--- config.mk ---
export PLATFORM = sky130hd
export DESIGN_NAME = pbus_port
export DESIGN_NICKNAME = d
export VERILOG_FILES = /design/src/rtl/pbus_pkg.sv /design/src/rtl/pbus_strobe.sv /design/src/rtl/pbus_regfile.sv /design/src/rtl/pbus_result.sv /design/src/rtl/pbus_port.sv
export SDC_FILE = /design/constraint.sdc
export NUM_CORES = 1
export LEC_CHECK = 0
export ABC_AREA = 1
export BUFFER_PORTS_ARGS = -buffer_cell sky130_fd_sc_hd__buf_2
export CAP_MARGIN = 20
export CORE_UTILIZATION = 36
export DETAILED_ROUTE_END_ITERATION = 12
export PLACE_DENSITY = 0.57
export SYNTH_ARGS = -nofsm -noshare
export SYNTH_HDL_FRONTEND = slang
export SYNTH_HIERARCHICAL = 1
export SYNTH_SLANG_ARGS = --single-unit
export TNS_END_PERCENT = 5
--- constraint.sdc ---
create_clock -name clk -period 1.35 [get_ports clk]
set_input_delay 0.0675 -clock clk [delete_from_list [all_inputs] [get_ports clk]]
set_output_delay 0.0675 -clock clk [all_outputs]
set_load 0.05 [all_outputs]
--- src/rtl/pbus_pkg.sv ---
package pbus_pkg;
    localparam int DW        = 16;
    localparam int ADDR_W    = 4;
    localparam int CTRL_ADDR = 1;
    localparam int RUN_BIT   = 0;
    localparam int SEL_LSB   = 4;
    localparam int PWR_BIT   = 15;
    typedef logic [DW-1:0]     word_t;
    typedef logic [ADDR_W-1:0] addr_t;
endpackage

--- src/rtl/pbus_strobe.sv ---
module pbus_strobe (
    input  logic clk,
    input  logic rst_n,
    input  logic cs_n,
    input  logic dir_wr,
    output logic rd_act,
    output logic rd_start,
    output logic rd_end,
    output logic wr_start
);
    typedef struct packed {
        logic rd;
        logic wr;
    } strb_t;

    strb_t st_d, st_q;
    logic  wr_act;

    always_comb begin
        rd_act   = !cs_n && !dir_wr;
        wr_act   = !cs_n && dir_wr;
        st_d.rd  = rd_act;
        st_d.wr  = wr_act;
        rd_start = rd_act && !st_q.rd;
        rd_end   = !rd_act && st_q.rd;
        wr_start = wr_act && !st_q.wr;
    end

    always_ff @(posedge clk or negedge rst_n) begin
        if (!rst_n) st_q <= '0;
        else        st_q <= st_d;
    end


    wr_single_chk: assert property (@(posedge clk) disable iff (!rst_n)
        wr_start |=> !wr_start);
endmodule

--- src/rtl/pbus_regfile.sv ---
module pbus_regfile
    import pbus_pkg::*;
#(
    parameter int NUM_CFG = 2
) (
    input  logic  clk,
    input  logic  rst_n,
    input  logic  wr_start,
    input  logic  rd_start,
    input  logic  rd_end,
    input  word_t wr_val,
    output logic  run,
    output logic [NUM_CFG+1:0] sel,
    output word_t reg_val [NUM_CFG+2]
);
    localparam int SEL_N = NUM_CFG + 2;

    typedef struct packed {
        logic                      pend;
        addr_t                     addr;
        word_t                     ctrl;
        logic [NUM_CFG-1:0][DW-1:0] cfg;
    } rf_t;

    rf_t  rf_d, rf_q;
    logic sel_any;

    always_comb begin
        rf_d    = rf_q;
        sel_any = |rf_q.ctrl[SEL_LSB +: SEL_N];
        if (rd_start) rf_d.pend = 1'b0;
        if (rd_end && sel_any) rf_d.ctrl[SEL_LSB +: SEL_N] = '0;
        if (wr_start) begin
            if (!rf_q.pend) begin
                if (wr_val[PWR_BIT]) begin
                    rf_d.ctrl[RUN_BIT] = 1'b1;
                end else begin
                    rf_d.pend = 1'b1;
                    rf_d.addr = wr_val[ADDR_W-1:0];
                end
            end else begin
                rf_d.pend = 1'b0;
                if (rf_q.addr == addr_t'(CTRL_ADDR)) rf_d.ctrl = wr_val;
                for (int i = 0; i < NUM_CFG; i++) begin
                    if (rf_q.addr == addr_t'(CTRL_ADDR + 1 + i)) rf_d.cfg[i] = wr_val;
                end
            end
        end
    end

    always_ff @(posedge clk or negedge rst_n) begin
        if (!rst_n) rf_q <= '0;
        else        rf_q <= rf_d;
    end

    assign run        = rf_q.ctrl[RUN_BIT];
    assign sel        = rf_q.ctrl[SEL_LSB +: SEL_N];
    assign reg_val[0] = '0;
    assign reg_val[1] = rf_q.ctrl;

    for (genvar g = 0; g < NUM_CFG; g++) begin : g_cfg
        assign reg_val[g+2] = rf_q.cfg[g];
    end


    rd_clears_pend_chk: assert property (@(posedge clk) disable iff (!rst_n)
        rd_start |=> !rf_q.pend);

    pwr_cmd_chk: assert property (@(posedge clk) disable iff (!rst_n)
        (wr_start && !rf_q.pend && wr_val[PWR_BIT]) |=> (run && !rf_q.pend));

    sel_clear_chk: assert property (@(posedge clk) disable iff (!rst_n)
        (rd_end && sel_any && !wr_start) |=> (sel == '0));
endmodule

--- src/rtl/pbus_result.sv ---
module pbus_result
    import pbus_pkg::*;
#(
    parameter int RES_W = 24
) (
    input  logic             clk,
    input  logic             rst_n,
    input  logic             res_valid,
    input  logic             run,
    input  logic [RES_W-1:0] res_data,
    input  logic [2*DW-RES_W-1:0] res_stat,
    input  logic             rd_end,
    input  logic             sel_any,
    output word_t            conv_word,
    output logic             drdy_n
);
    localparam int LO_W   = RES_W - DW;
    localparam int STAT_W = 2*DW - RES_W;

    typedef struct packed {
        logic [RES_W-1:0]  res;
        logic [STAT_W-1:0] stat;
        logic              lo;
        logic              rdy_n;
    } cv_t;

    cv_t  cv_d, cv_q;
    logic take;

    always_comb begin
        cv_d = cv_q;
        take = res_valid && run;
        cv_d.rdy_n = !take;
        if (rd_end && !sel_any) cv_d.lo = !cv_q.lo;
        if (take) begin
            cv_d.res  = res_data;
            cv_d.stat = res_stat;
            cv_d.lo   = 1'b0;
        end
        conv_word = cv_q.lo ? {cv_q.res[LO_W-1:0], cv_q.stat} : cv_q.res[RES_W-1:LO_W];
    end

    always_ff @(posedge clk or negedge rst_n) begin
        if (!rst_n) cv_q <= '{res: '0, stat: '0, lo: 1'b0, rdy_n: 1'b1};
        else        cv_q <= cv_d;
    end

    assign drdy_n = cv_q.rdy_n;


    drdy_cause_chk: assert property (@(posedge clk) disable iff (!rst_n)
        $fell(drdy_n) |-> $past(res_valid && run));

    restart_chk: assert property (@(posedge clk) disable iff (!rst_n)
        !drdy_n |-> !cv_q.lo);
endmodule

--- src/rtl/pbus_port.sv ---
module pbus_port
    import pbus_pkg::*;
#(
    parameter int NUM_CFG = 2,
    parameter int RES_W   = 24
) (
    input  logic                    clk,
    input  logic                    rst_n,
    input  logic                    cs_n,
    input  logic                    dir_wr,
    input  logic [DW-1:0]           bus_in,
    output logic [DW-1:0]           bus_out,
    output logic                    bus_oe,
    input  logic                    res_valid,
    input  logic [RES_W-1:0]        res_data,
    input  logic [2*DW-RES_W-1:0]   res_stat,
    output logic                    drdy_n,
    output logic                    run
);
    localparam int SEL_N = NUM_CFG + 2;

    logic             rd_act, rd_start, rd_end, wr_start;
    logic [SEL_N-1:0] sel;
    logic             sel_any;
    word_t            reg_val [SEL_N];
    word_t            conv_word, rb_word;

    pbus_strobe u_strobe (
        .clk(clk), .rst_n(rst_n), .cs_n(cs_n), .dir_wr(dir_wr),
        .rd_act(rd_act), .rd_start(rd_start), .rd_end(rd_end), .wr_start(wr_start)
    );

    pbus_regfile #(.NUM_CFG(NUM_CFG)) u_regs (
        .clk(clk), .rst_n(rst_n), .wr_start(wr_start), .rd_start(rd_start),
        .rd_end(rd_end), .wr_val(bus_in), .run(run), .sel(sel), .reg_val(reg_val)
    );

    pbus_result #(.RES_W(RES_W)) u_res (
        .clk(clk), .rst_n(rst_n), .res_valid(res_valid), .run(run),
        .res_data(res_data), .res_stat(res_stat), .rd_end(rd_end),
        .sel_any(sel_any), .conv_word(conv_word), .drdy_n(drdy_n)
    );

    always_comb begin
        sel_any = |sel;
        rb_word = '0;
        for (int a = SEL_N - 1; a >= 0; a--) begin
            if (sel[a]) rb_word = reg_val[a];
        end
        bus_oe  = rd_act;
        bus_out = rd_act ? (sel_any ? rb_word : conv_word) : '0;
    end


    oe_window_chk: assert property (@(posedge clk) disable iff (!rst_n)
        bus_oe |-> (!cs_n && !dir_wr));
endmodule

==> flow_metrics.py <==
metrics = {
    "status": {
        "status": "finished, violations left",
        "violations": "setup timing",
    },
    "floorplan": {
        "coreArea_sq_um": 14590,
        "ioPinCount": 72,
        "die_h_microns": 124.6,
        "core.rowCount": 44,
        "initial_core_util_pct": 37.12,
        "die_w_microns": 124.6,
        "dieArea_sq_um": 15540,
    },
    "global_routing": {
        "grt_max_degree": 51,
        "antenna_found_initial": 0,
        "grt_pass1_vias": 4808,
        "grt_first_pass_wirelength_microns": 22870,
        "grt_use_total_pct": 18.41,
        "grt.overflow.total": 0,
    },
    "worst_hold_path": {
        "min_to": "u_regs/reg_val[0]",
        "whs_path_depth": 3,
        "hold_class": "input port to flip-flop",
        "hp-start": "bus_in[0]",
    },
    "sta": {
        "fmax_mhz": 580.8,
        "report.final.hold_viol_count": 0,
        "slew_violations": 0,
        "fin_skew_ps": 6.492,
        "period_share_pct": 127.5,
        "setup_viol": 16,
        "rsz0062_at_grt": "true",
        "tns_ps": -5492,
        "fin_ws_ps": -371.6,
        "slew_headroom_pct": 54.76,
        "worstMarginPinSlew_ps": 677.0,
        "fin_crit_ps": 1722,
    },
    "worst_setup_path": {
        "critPathRequiredTime_ps": 1280,
        "cp-start-kind": "flip-flop",
        "critPathCaptureType": "output port",
        "reg2reg_from": "u_strobe/st_q[0]",
        "arrival_ps": 1650,
        "rr_endpoint": "u_regs/reg_val[43]",
        "cp_max_fo": 6,
        "rr_worst_depth": 7,
        "reg2reg_slack_ps": 70,
        "critical_path_class": "flip-flop to output port",
    },
    "synthesis": {
        "ys.flop_type": "dfrtp_1",
        "netlist_instances": 689,
        "synth.area.top_cells": "dfrtp_1 (41%), nand2_1 (13%), buf_4 (10%), inv_1 (5.4%), o21ai_2 (5.2%)",
        "ys_ff_latch": 89,
        "synth.avg_cell_area_sq_um": 7.859,
        "yosysUniqueCellTypes": 31,
        "synth_edf_count": 0,
        "synth_top_area_share_pct": 40.67,
        "async_flop_share_pct": 100.0,
        "netlist_area_sq_um": 5415,
        "yosysSeqAreaShare_pct": 41.15,
        "synth_top_area_cell": "dfrtp_1",
        "yosysMostFrequentCell": "nand2_1",
        "yosys_warnings": 6,
        "synthTopCellsByCount": "nand2_1 (186), dfrtp_1 (88), inv_1 (78)",
    },
    "cells_and_area": {
        "layout.nets": 826,
        "antennaDiodeCount": 0,
        "final_cells": 962,
        "final_area_sq_um": 6979,
        "drive_gt1_share_pct": 29.82,
        "nFillCells": 1408,
        "area_growth_pct": 28.88,
    },
    "cts": {
        "cts.clk_slew.worst_paths_ps": 70,
        "htree_levels": 3,
        "cts_inserted_buffers": 9,
        "cts_root_buffer": "clkbuf_16",
        "cts_tree": "built",
        "clk_path_buf_depth": 2,
        "clk_latency_ps": 350,
        "cts_sinks": 89,
    },
    "drt": {
        "vias_per_cell": 4.672,
        "firstDrtPassIters": 5,
        "drt-wirelength-per-cell_microns": 13.60,
        "drtIter0Drc": 274,
        "ant_nets": 0,
        "vias": 4494,
        "wl_microns": 13090,
        "drc_errors": 0,
    },
    "pwr": {
        "p_per_area_nw_per_um2": 1418,
        "total_power_mw": 9.894,
        "vdd_drop_max_mv": 0.7437,
        "p_leak_nw": 3.375,
    },
    "placement": {
        "port_buffers": 71,
        "placed_cell_area_sq_um": 5777,
        "dp_hpwl_microns": 9449,
        "place_ws_ps": -186.6,
        "gp_congestion": 0.8029,
        "post-place-cells": 893,
    },
    "run": {
        "max_cap_violations": 0,
    },
}
final cells by class:
| type | instances | area (sq um) | share of cell area (%) |
|---|---|---|---|
| timing repair buffer | 160 | 1374 | 19.68 |
| inverter | 84 | 321.6 | 4.607 |
| clock inverter | 3 | 47.55 | 0.6812 |
| clock buffer | 13 | 270.3 | 3.872 |
| multi-input combinational | 429 | 2501 | 35.84 |
| sequential | 89 | 2235 | 32.02 |
| tap | 184 | 230.2 | 3.299 |
routing by layer:
metal / vias to the layer above / track usage, % / share of wire (%)
li1: 2272 / - / -
met1: 2139 / 22.77 / 44
met2: 68 / 31.98 / 52
met3: 15 / 4.296 / 3.2
met4: 0 / 4.890 / 1.6
met5: - / 0 / 0
cells in the final DEF, fill, tap and decap left out, drive strengths merged, types with 13 or more instances in the layout:
master | Yosys | layout
nor2 | 32 | 32
conb | 1 | 16
dfrtp | 88 | 88
buf | 101 | 111
nand2 | 191 | 193
a21oi | 47 | 47
clkbuf | 3 | 13
inv | 82 | 83
dlygate4sd3 | 0 | 49
nand3 | 50 | 50
nand4 | 16 | 16
o21ai | 67 | 67
timing repair:
item / 4_1_cts / 5_1_grt
pin swaps: 12 / 7
hold endpoints to repair: 118 / 0
setup buffers: 2 / 0
cloned: 2 / 0
resized for setup: 81 / 30
setup endpoints to repair: 49 / 64
hold buffers: 49 / 0
power by group:
part           internal [mW]  total (mW)  switching [mW]  leakage (nW)
logic                   1.33        3.47            2.14          2.09
registers               3.39        3.78           0.388          1.13
clock network           1.59        2.64            1.05         0.156
worst max-delay path, stage by stage (launching register included):
cell and delay [ps]:
dfrtp_2 470, nor2_4 120, buf_12 150, buf_6 120
a21boi_1 90, a21oi_4 180, buf_6 180
logic make-up (layout without fill, tap and decap cells):
| family | Yosys count | in the layout | share of synthesized area [%] |
|---|---|---|---|
| other | 1 | 16 | 0.06925 |
| buffers and inverters | 188 | 260 | 21.00 |
| and+or+nand+nor | 289 | 291 | 23.91 |
| DFF | 89 | 89 | 41.15 |
| AOI/OAI and AO/OA | 122 | 122 | 13.86 |
worst max path at each step:
stage                       startpoint    endpoint  slack, ps
floorplan           u_regs/reg_val[36]  bus_out[0]       -130
global placement    u_regs/reg_val[36]  bus_out[5]       -180
detailed placement  u_regs/reg_val[38]  bus_out[0]       -190
CTS                 u_regs/reg_val[39]  bus_out[3]       -360
global route        u_regs/reg_val[39]  bus_out[4]       -430
finish              u_regs/reg_val[36]  bus_out[6]       -370
metrics by stage:
step | hold WS [ps] | util (%)
after floorplan | -228.1 | -
after global placement | 25.99 | 39.60
after detailed placement | 24.51 | 39.60
after CTS | 4.033 | 47.08
after global routing | 28.66 | 47.84
final | 18.17 | 47.84
flip-flops by register name (all words and copies together) (netlist names):
register,flops
u_regs/reg_val,48
u_regs/rf_q,5
u_res/cv_q,33
u_res/drdy_n,1
u_strobe/st_q,2
(Power assumes the default switching activity.)
